<file path="config.mk">
export PLATFORM = sky130hd
export DESIGN_NAME = irq_hub
export DESIGN_NICKNAME = d
export VERILOG_FILES = /design/src/rtl/irqh_pkg.sv /design/src/rtl/irqh_decode.sv /design/src/rtl/irqh_local.sv /design/src/rtl/irqh_global.sv /design/src/rtl/irqh_rdmux.sv /design/src/rtl/irq_hub.sv
export SDC_FILE = /design/constraint.sdc
export NUM_CORES = 1
export LEC_CHECK = 0
export BUFFER_PORTS_ARGS = -buffer_cell sky130_fd_sc_hd__buf_2
export CAP_MARGIN = 20
export CORE_AREA = 2 2 60 62
export DETAILED_ROUTE_END_ITERATION = 6
export DIE_AREA = 0 0 62 64
export PLACE_DENSITY = 0.82
export SLEW_MARGIN = 20
export SYNTH_ARGS = -nofsm -noshare
export SYNTH_HDL_FRONTEND = slang
export SYNTH_SLANG_ARGS = --single-unit
</file>
<file path="constraint.sdc">
create_clock -name clk -period 2.6 [get_ports clk]
set_input_delay 0.13 -clock clk [delete_from_list [all_inputs] [get_ports clk]]
set_output_delay 0.13 -clock clk [all_outputs]
set_load 0.01 [all_outputs]
</file>
<file path="src/rtl/irqh_pkg.sv">
package irqh_pkg;

    localparam int DATA_W = 32;
    localparam int ADDR_W = 10;
    localparam int LOC_W  = 12;
    localparam int GLB_W  = 2;

    // implemented local source positions
    localparam int SRC_CARD   = 0;
    localparam int SRC_CHG    = 1;
    localparam int SRC_MEM    = 2;
    localparam int SRC_IO     = 3;
    localparam int SRC_IDE    = 8;
    localparam int SRC_PIOERR = 9;
    localparam int SRC_BUFRDY = 10;
    localparam int SRC_DONE   = 11;

    localparam logic [LOC_W-1:0] LOC_IMPL =
        LOC_W'((1 << SRC_CARD) | (1 << SRC_CHG) | (1 << SRC_MEM) | (1 << SRC_IO) |
               (1 << SRC_IDE) | (1 << SRC_PIOERR) | (1 << SRC_BUFRDY) | (1 << SRC_DONE));

    // word addresses (byte offset / 4)
    localparam logic [ADDR_W-1:0] A_LSTAT = 10'h001;
    localparam logic [ADDR_W-1:0] A_LEN   = 10'h002;
    localparam logic [ADDR_W-1:0] A_GSTAT = 10'h200;
    localparam logic [ADDR_W-1:0] A_GSEN  = 10'h201;
    localparam logic [ADDR_W-1:0] A_GSIG  = 10'h202;

    typedef enum logic [2:0] {
        SEL_NONE,
        SEL_LSTAT,
        SEL_LEN,
        SEL_GSTAT,
        SEL_GSEN,
        SEL_GSIG
    } reg_sel_e;

    typedef struct packed {
        logic lstat;
        logic len;
        logic gstat;
        logic gsen;
        logic gsig;
    } wr_strobe_t;

    function automatic reg_sel_e addr_decode(input logic [ADDR_W-1:0] a);
        case (a)
            A_LSTAT: return SEL_LSTAT;
            A_LEN:   return SEL_LEN;
            A_GSTAT: return SEL_GSTAT;
            A_GSEN:  return SEL_GSEN;
            A_GSIG:  return SEL_GSIG;
            default: return SEL_NONE;
        endcase
    endfunction

    // sticky write-one-to-clear bit: a set in the same cycle beats the clear
    function automatic logic sticky_bit(input logic cur, input logic set, input logic clr);
        return (cur & ~clr) | set;
    endfunction

endpackage

</file>
<file path="src/rtl/irqh_decode.sv">
module irqh_decode
    import irqh_pkg::*;
#(
    parameter int AW = ADDR_W
) (
    input  logic          valid,
    input  logic          write,
    input  logic [AW-1:0] addr,
    output reg_sel_e      rd_sel,
    output wr_strobe_t    wr
);
    reg_sel_e sel;

    always_comb begin
        sel    = addr_decode(addr);
        rd_sel = (valid && !write) ? sel : SEL_NONE;
        wr       = '0;
        wr.lstat = valid && write && (sel == SEL_LSTAT);
        wr.len   = valid && write && (sel == SEL_LEN);
        wr.gstat = valid && write && (sel == SEL_GSTAT);
        wr.gsen  = valid && write && (sel == SEL_GSEN);
        wr.gsig  = valid && write && (sel == SEL_GSIG);
    end
endmodule

</file>
<file path="src/rtl/irqh_local.sv">
module irqh_local
    import irqh_pkg::*;
#(
    parameter int               LW   = LOC_W,
    parameter logic [LW-1:0]    IMPL = LOC_IMPL
) (
    input  logic          clk,
    input  logic          rst,
    input  logic [LW-1:0] evt,
    input  logic          wr_stat,
    input  logic          wr_en,
    input  logic [LW-1:0] wdata,
    output logic [LW-1:0] stat,
    output logic [LW-1:0] en,
    output logic          pending
);
    for (genvar i = 0; i < LW; i++) begin : g_bit
        if (IMPL[i]) begin : g_impl
            logic st_q, en_q;
            always_ff @(posedge clk) begin
                if (rst) begin
                    st_q <= 1'b0;
                    en_q <= 1'b0;
                end else begin
                    st_q <= sticky_bit(st_q, evt[i], wr_stat & wdata[i]);
                    if (wr_en) en_q <= wdata[i];
                end
            end
            assign stat[i] = st_q;
            assign en[i]   = en_q;
        end else begin : g_absent
            logic unused_evt;
            assign unused_evt = evt[i] ^ wdata[i] ^ wr_stat ^ wr_en;
            assign stat[i] = 1'b0;
            assign en[i]   = 1'b0;
        end
    end

    assign pending = |(stat & en);
endmodule

</file>
<file path="src/rtl/irqh_global.sv">
module irqh_global
    import irqh_pkg::*;
#(
    parameter int GW = GLB_W
) (
    input  logic          clk,
    input  logic          rst,
    input  logic [GW-1:0] req,
    input  logic          wr_stat,
    input  logic          wr_sen,
    input  logic          wr_sig,
    input  logic [GW-1:0] wdata,
    output logic [GW-1:0] gstat,
    output logic [GW-1:0] gsen,
    output logic [GW-1:0] gsig,
    output logic          irq
);
    for (genvar i = 0; i < GW; i++) begin : g_src
        always_ff @(posedge clk) begin
            if (rst) begin
                gstat[i] <= 1'b0;
                gsen[i]  <= 1'b0;
                gsig[i]  <= 1'b0;
            end else begin
                gstat[i] <= sticky_bit(gstat[i], req[i] & gsen[i], wr_stat & wdata[i]);
                if (wr_sen) gsen[i] <= wdata[i];
                if (wr_sig) gsig[i] <= wdata[i];
            end
        end
    end

    always_ff @(posedge clk) begin
        if (rst) irq <= 1'b0;
        else     irq <= |(gstat & gsig);
    end
endmodule

</file>
<file path="src/rtl/irqh_rdmux.sv">
module irqh_rdmux
    import irqh_pkg::*;
#(
    parameter int DW = DATA_W,
    parameter int LW = LOC_W,
    parameter int GW = GLB_W
) (
    input  reg_sel_e      sel,
    input  logic [LW-1:0] lstat,
    input  logic [LW-1:0] len,
    input  logic [GW-1:0] gstat,
    input  logic [GW-1:0] gsen,
    input  logic [GW-1:0] gsig,
    output logic [DW-1:0] rdata
);
    always_comb begin
        rdata = '0;
        case (sel)
            SEL_LSTAT: rdata = DW'(lstat);
            SEL_LEN:   rdata = DW'(len);
            SEL_GSTAT: rdata = DW'(gstat);
            SEL_GSEN:  rdata = DW'(gsen);
            SEL_GSIG:  rdata = DW'(gsig);
            default:   rdata = '0;
        endcase
    end
endmodule

</file>
<file path="src/rtl/irq_hub.sv">
module irq_hub
    import irqh_pkg::*;
#(
    parameter int DW = DATA_W,
    parameter int AW = ADDR_W,
    parameter int LW = LOC_W,
    parameter int GW = GLB_W
) (
    input  logic          clk,
    input  logic          rst,
    input  logic [LW-1:0] evt,
    input  logic [GW-2:0] sib_req,
    input  logic          reg_valid,
    input  logic          reg_write,
    input  logic [AW-1:0] reg_addr,
    input  logic [DW-1:0] reg_wdata,
    output logic [DW-1:0] reg_rdata,
    output logic          irq
);
    reg_sel_e      rd_sel;
    wr_strobe_t    wr;
    logic [LW-1:0] lstat_w, len_w;
    logic          loc_pend;
    logic [GW-1:0] gstat_w, gsen_w, gsig_w;
    logic          unused_wdata;

    assign unused_wdata = ^reg_wdata[DW-1:LW];

    irqh_decode #(.AW(AW)) u_dec (
        .valid (reg_valid),
        .write (reg_write),
        .addr  (reg_addr),
        .rd_sel(rd_sel),
        .wr    (wr)
    );

    irqh_local #(.LW(LW), .IMPL(LOC_IMPL)) u_loc (
        .clk    (clk),
        .rst    (rst),
        .evt    (evt),
        .wr_stat(wr.lstat),
        .wr_en  (wr.len),
        .wdata  (reg_wdata[LW-1:0]),
        .stat   (lstat_w),
        .en     (len_w),
        .pending(loc_pend)
    );

    // bit 0: this controller, upper bits: siblings
    irqh_global #(.GW(GW)) u_glb (
        .clk    (clk),
        .rst    (rst),
        .req    ({sib_req, loc_pend}),
        .wr_stat(wr.gstat),
        .wr_sen (wr.gsen),
        .wr_sig (wr.gsig),
        .wdata  (reg_wdata[GW-1:0]),
        .gstat  (gstat_w),
        .gsen   (gsen_w),
        .gsig   (gsig_w),
        .irq    (irq)
    );

    irqh_rdmux #(.DW(DW), .LW(LW), .GW(GW)) u_rd (
        .sel  (rd_sel),
        .lstat(lstat_w),
        .len  (len_w),
        .gstat(gstat_w),
        .gsen (gsen_w),
        .gsig (gsig_w),
        .rdata(reg_rdata)
    );
endmodule

</file>
==> impl_metrics.sql <==
INSERT INTO impl_metrics (metric_group, metric, value, unit) VALUES
('setup_path', 'setup.reg_to_reg.worst_slack', '1.53', 'ns'),
('placed_design', 'port_buffers', '39', ''),
('clocking', 'tritoncts_num_sinks', '23', ''),
('routing', 'route.detailed.drc', '0', ''),
('sta', 'final-setup-viol-count', '0', ''),
('sta', 'max_slew_violations', '0', ''),
('clocking', 'worst_skew_pair.late_latency', '0.32', 'ns'),
('power', 'total_leakage_power', '0.730', 'nW'),
('min_path', 'min_to', 'u_glb.gstat[1]$_SDFF_PP0_', ''),
('power', 'part_of_the_power_in_registers', '0.574', ''),
('logic_synthesis', 'synthesis.yosys.warnings', '0', ''),
('placed_design', 'dp_hpwl', '2.29', 'mm'),
('routing', 'route.vias.total', '1264', ''),
('sta', 'worst_slew_pin_slew', '0.743', 'ns'),
('min_path', 'worstHoldStart', 'reg_wdata[1]', ''),
('routing', 'drt-wirelength-per-cell', '12.3', 'µm'),
('power', 'combPwrFrac', '0.161', ''),
('finish', 'drive_above_1_share', '0.242', ''),
('floorplan', 'design.die.area', '3970', 'µm²'),
('routing', 'dr_vias_cell', '5.00', ''),
('logic_synthesis', 'synth_cells', '170', ''),
('setup_path', 'critPathKind', 'in -> out', ''),
('logic_synthesis', 'ys_types', '33', ''),
('placed_design', 'gp_routability_congestion', '0.830', ''),
('floorplan', 'core.rowCount', '21', ''),
('power', 'post-layout-total-power', '0.000641', 'W'),
('power', 'switching_power', '0.000181', 'W'),
('sta', 'final.setup_skew', '0.00752', 'ns'),
('setup_path', 'critical-path-max-stage-delay', '0.67', 'ns'),
('finish', 'final_cells', '253', ''),
('setup_path', 'regToRegEndpoint', 'u_glb.gstat[0]$_SDFF_PP0_', ''),
('floorplan', 'die-width', '62', 'µm'),
('setup_path', 'cp_cell_sequence', 'buf_2 -> or4_1 -> or4_1 -> nor2_1 -> buf_2', ''),
('floorplan', 'die_h', '64', 'µm'),
('finish', 'num_antenna_cells', '0', ''),
('floorplan', 'floorplan.io_pins', '92', ''),
('clocking', 'clockBufferDepth', '2', ''),
('finish', 'synthToLayoutAreaGrowth', '13.7', '%'),
('clocking', 'htree_num_levels', '1', ''),
('power', 'clock_power_frac', '0.265', ''),
('outcome', 'run_status', 'completed', ''),
('setup_path', 'rr_worst_depth', '3', ''),
('min_path', 'worstHoldPathType', 'in -> reg', ''),
('setup_path', 'worstSetupStartpointType', 'input port', ''),
('sta', 'layout_worst_path_cycle_share', '0.756', ''),
('floorplan', 'initial_core_utilization', '0.438', ''),
('routing', 'dr_wl_met2', '1.41', 'mm'),
('setup_path', 'endpoint_kind', 'primary output', ''),
('sta', 'finalHoldViolations', '0', ''),
('grt', 'largest_net_degree_at_the_start_of_global_routing', '21', ''),
('routing', 'drt-total-wl', '3.12', 'mm'),
('setup_path', 'critPathArrivalTime', '1.84', 'ns'),
('placed_design', 'place.detailed.instances', '243', ''),
('floorplan', 'core_area', '3280', 'µm²'),
('routing', 'top_layer', 'met4', ''),
('setup_path', 'critical_path.reg2reg.startpoint', 'u_loc.g_bit[3].g_impl.st_q$_SDFF_PP0_', ''),
('setup_path', 'critical_path_peak_fanout', '6', ''),
('routing', 'drt_pass1_iterations', '4', ''),
('setup_path', 'cp_slowest_cell', 'sky130_fd_sc_hd__or4_1', ''),
('routing', 'met3_wire_len', '216', 'µm'),
('clocking', 'cts_buffers', '3', ''),
('power', 'switching_share', '0.282', ''),
('power', 'irDropWorstVdd', '219', 'µV'),
('sta', 'totalNegativeSetupSlack', '0', 'ns'),
('logic_synthesis', 'ys_seq_area_frac', '0.320', ''),
('power', 'internal_power', '0.000461', 'W'),
('sta', 'shortest_period_the_worst_path_allows', '1.97', 'ns'),
('sta', 'fmax', '0.509', 'GHz'),
('clocking', 'clk_pin_slew_worst_paths', '0.12', 'ns'),
('clocking', 'post_cts_buffers', '0', ''),
('logic_synthesis', 'synthesis.area_per_instance', '8.46', 'µm²');
==> power groups by stage <==
stage          Combinational [W]  Clock [W]  Sequential (W)
2_1_floorplan          0.0000883          0        0.000374
3_3_place_gp           0.0000927          0        0.000376
3_5_place_dp           0.0000951          0        0.000376
4_1_cts                 0.000102   0.000175        0.000368
5_1_grt                 0.000115   0.000189        0.000370
6_report                0.000103   0.000170        0.000368
==> cell usage after synthesis <==
master,number,area share
sky130_fd_sc_hd__dfxtp_1,23,0.32
sky130_fd_sc_hd__mux2i_1,14,0.097
sky130_fd_sc_hd__inv_1,9,0.023
sky130_fd_sc_hd__buf_6,1,0.0078
sky130_fd_sc_hd__a21oi_1,1,0.0035
sky130_fd_sc_hd__nand2b_1,1,0.0044
sky130_fd_sc_hd__a31o_2,1,0.0061
sky130_fd_sc_hd__nor3_1,1,0.0035
sky130_fd_sc_hd__clkbuf_1,8,0.021
sky130_fd_sc_hd__nor4bb_1,1,0.0070
sky130_fd_sc_hd__a221o_1,2,0.014
sky130_fd_sc_hd__and3b_1,2,0.012
sky130_fd_sc_hd__clkinv_1,1,0.0026
sky130_fd_sc_hd__o211ai_1,2,0.010
sky130_fd_sc_hd__a22oi_1,11,0.057
sky130_fd_sc_hd__nand3b_1,2,0.010
sky130_fd_sc_hd__clkbuf_2,1,0.0035
sky130_fd_sc_hd__conb_1,1,0.0026
sky130_fd_sc_hd__or4b_4,1,0.0096
sky130_fd_sc_hd__nand2_1,20,0.052
sky130_fd_sc_hd__nand4_1,3,0.013
sky130_fd_sc_hd__or4_1,2,0.010
sky130_fd_sc_hd__buf_1,1,0.0026
sky130_fd_sc_hd__nor4_1,2,0.0087
sky130_fd_sc_hd__nor4b_1,1,0.0061
sky130_fd_sc_hd__a311oi_1,9,0.055
sky130_fd_sc_hd__a41oi_1,1,0.0061
sky130_fd_sc_hd__and3_1,2,0.0087
sky130_fd_sc_hd__or3b_2,3,0.018
sky130_fd_sc_hd__nor4_4,2,0.030
sky130_fd_sc_hd__nor2b_1,2,0.0087
sky130_fd_sc_hd__nor2_1,15,0.039
sky130_fd_sc_hd__buf_4,24,0.13
==> logic make-up after synthesis <==
logic type             Yosys count  synth area share
AND/OR/NAND/NOR                 60             0.242
buffers and inverters           45             0.186
AO/OA/AOI/OAI                   27             0.152
flip-flops                      23             0.320
multiplexers                    14            0.0974
other                            1           0.00261
==> worst max-delay path by stage <==
| stage | from | slack (ns) | end |
|---|---|---|---|
| after floorplan | reg_addr[8] | 0.88 | reg_rdata[10] |
| after global placement | reg_addr[7] | 0.63 | reg_rdata[10] |
| after detailed placement | reg_addr[7] | 0.64 | reg_rdata[10] |
| after CTS | reg_addr[7] | 0.63 | reg_rdata[10] |
| after global routing | reg_addr[7] | 0.57 | reg_rdata[10] |
| final | reg_addr[7] | 0.63 | reg_rdata[10] |
==> what timing repair did <==
action / 4_1_cts / 5_1_grt
endpoints found under the hold margin: 6 / 0
resized for setup: 0 / 0
hold buffers: 6 / 0
endpoints found under the setup margin: 0 / 0
==> state kept, by name, indices dropped and copies added, names as in the netlist <==
signal,flops
u_glb.gsig,2
u_glb.gsen,2
u_loc.g_bit.g_impl.en_q,8
u_glb.irq,1
u_loc.g_bit.g_impl.st_q,8
u_glb.gstat,2
==> worst max-delay path: cells and delay by family <==
kind / cells / cell delay (ns)
buffers and inverters: 2 / 0.25
AND/OR/NAND/NOR: 3 / 1.46
==> cells in the final DEF (no fill, tap or decap), drive strengths merged, types with 2 or more instances in the layout <==
cell type,count
buf,39
conb,24
dfxtp,23
nand2,20
nor2,15
mux2i,14
a22oi,11
inv,9
a311oi,9
dlygate4sd3,6
nor4,4
or3b,3
nand4,3
clkbuf,3
or4,2
nor2b,2
a221o,2
nand3b,2
o211ai,2
and3,2
and3b,2
clkinv,2
==> routing by layer <==
layer / vias to the layer above / GRT usage
met3: 5 / 0.0243
met2: 52 / 0.234
met4: 0 / 0.0559
li1: 633 / -
met5: - / 0
met1: 574 / 0.237
==> metrics by stage <==
step | cell area (µm²) | hold WS, ns | setup slack (ns)
after floorplan | 1530 | 0.239 | 0.884
after global placement | 1550 | 0.341 | 0.626
after detailed placement | 1550 | 0.350 | 0.637
after CTS | 1640 | 0.0163 | 0.634
after global routing | 1640 | 0.0145 | 0.567
final | 1640 | 0.0217 | 0.635
==> area by class of cell <==
class                   instances  area [µm²]
clock buffers                   3        22.5
clock inverters                 1        5.00
fillers                       331        1650
inverters                      10        37.5
multi-input cells             125         797
flip-flops and latches         23         460
well taps                      46        57.6
repair buffers                 45         255
Power figures use the tool's default switching activity.
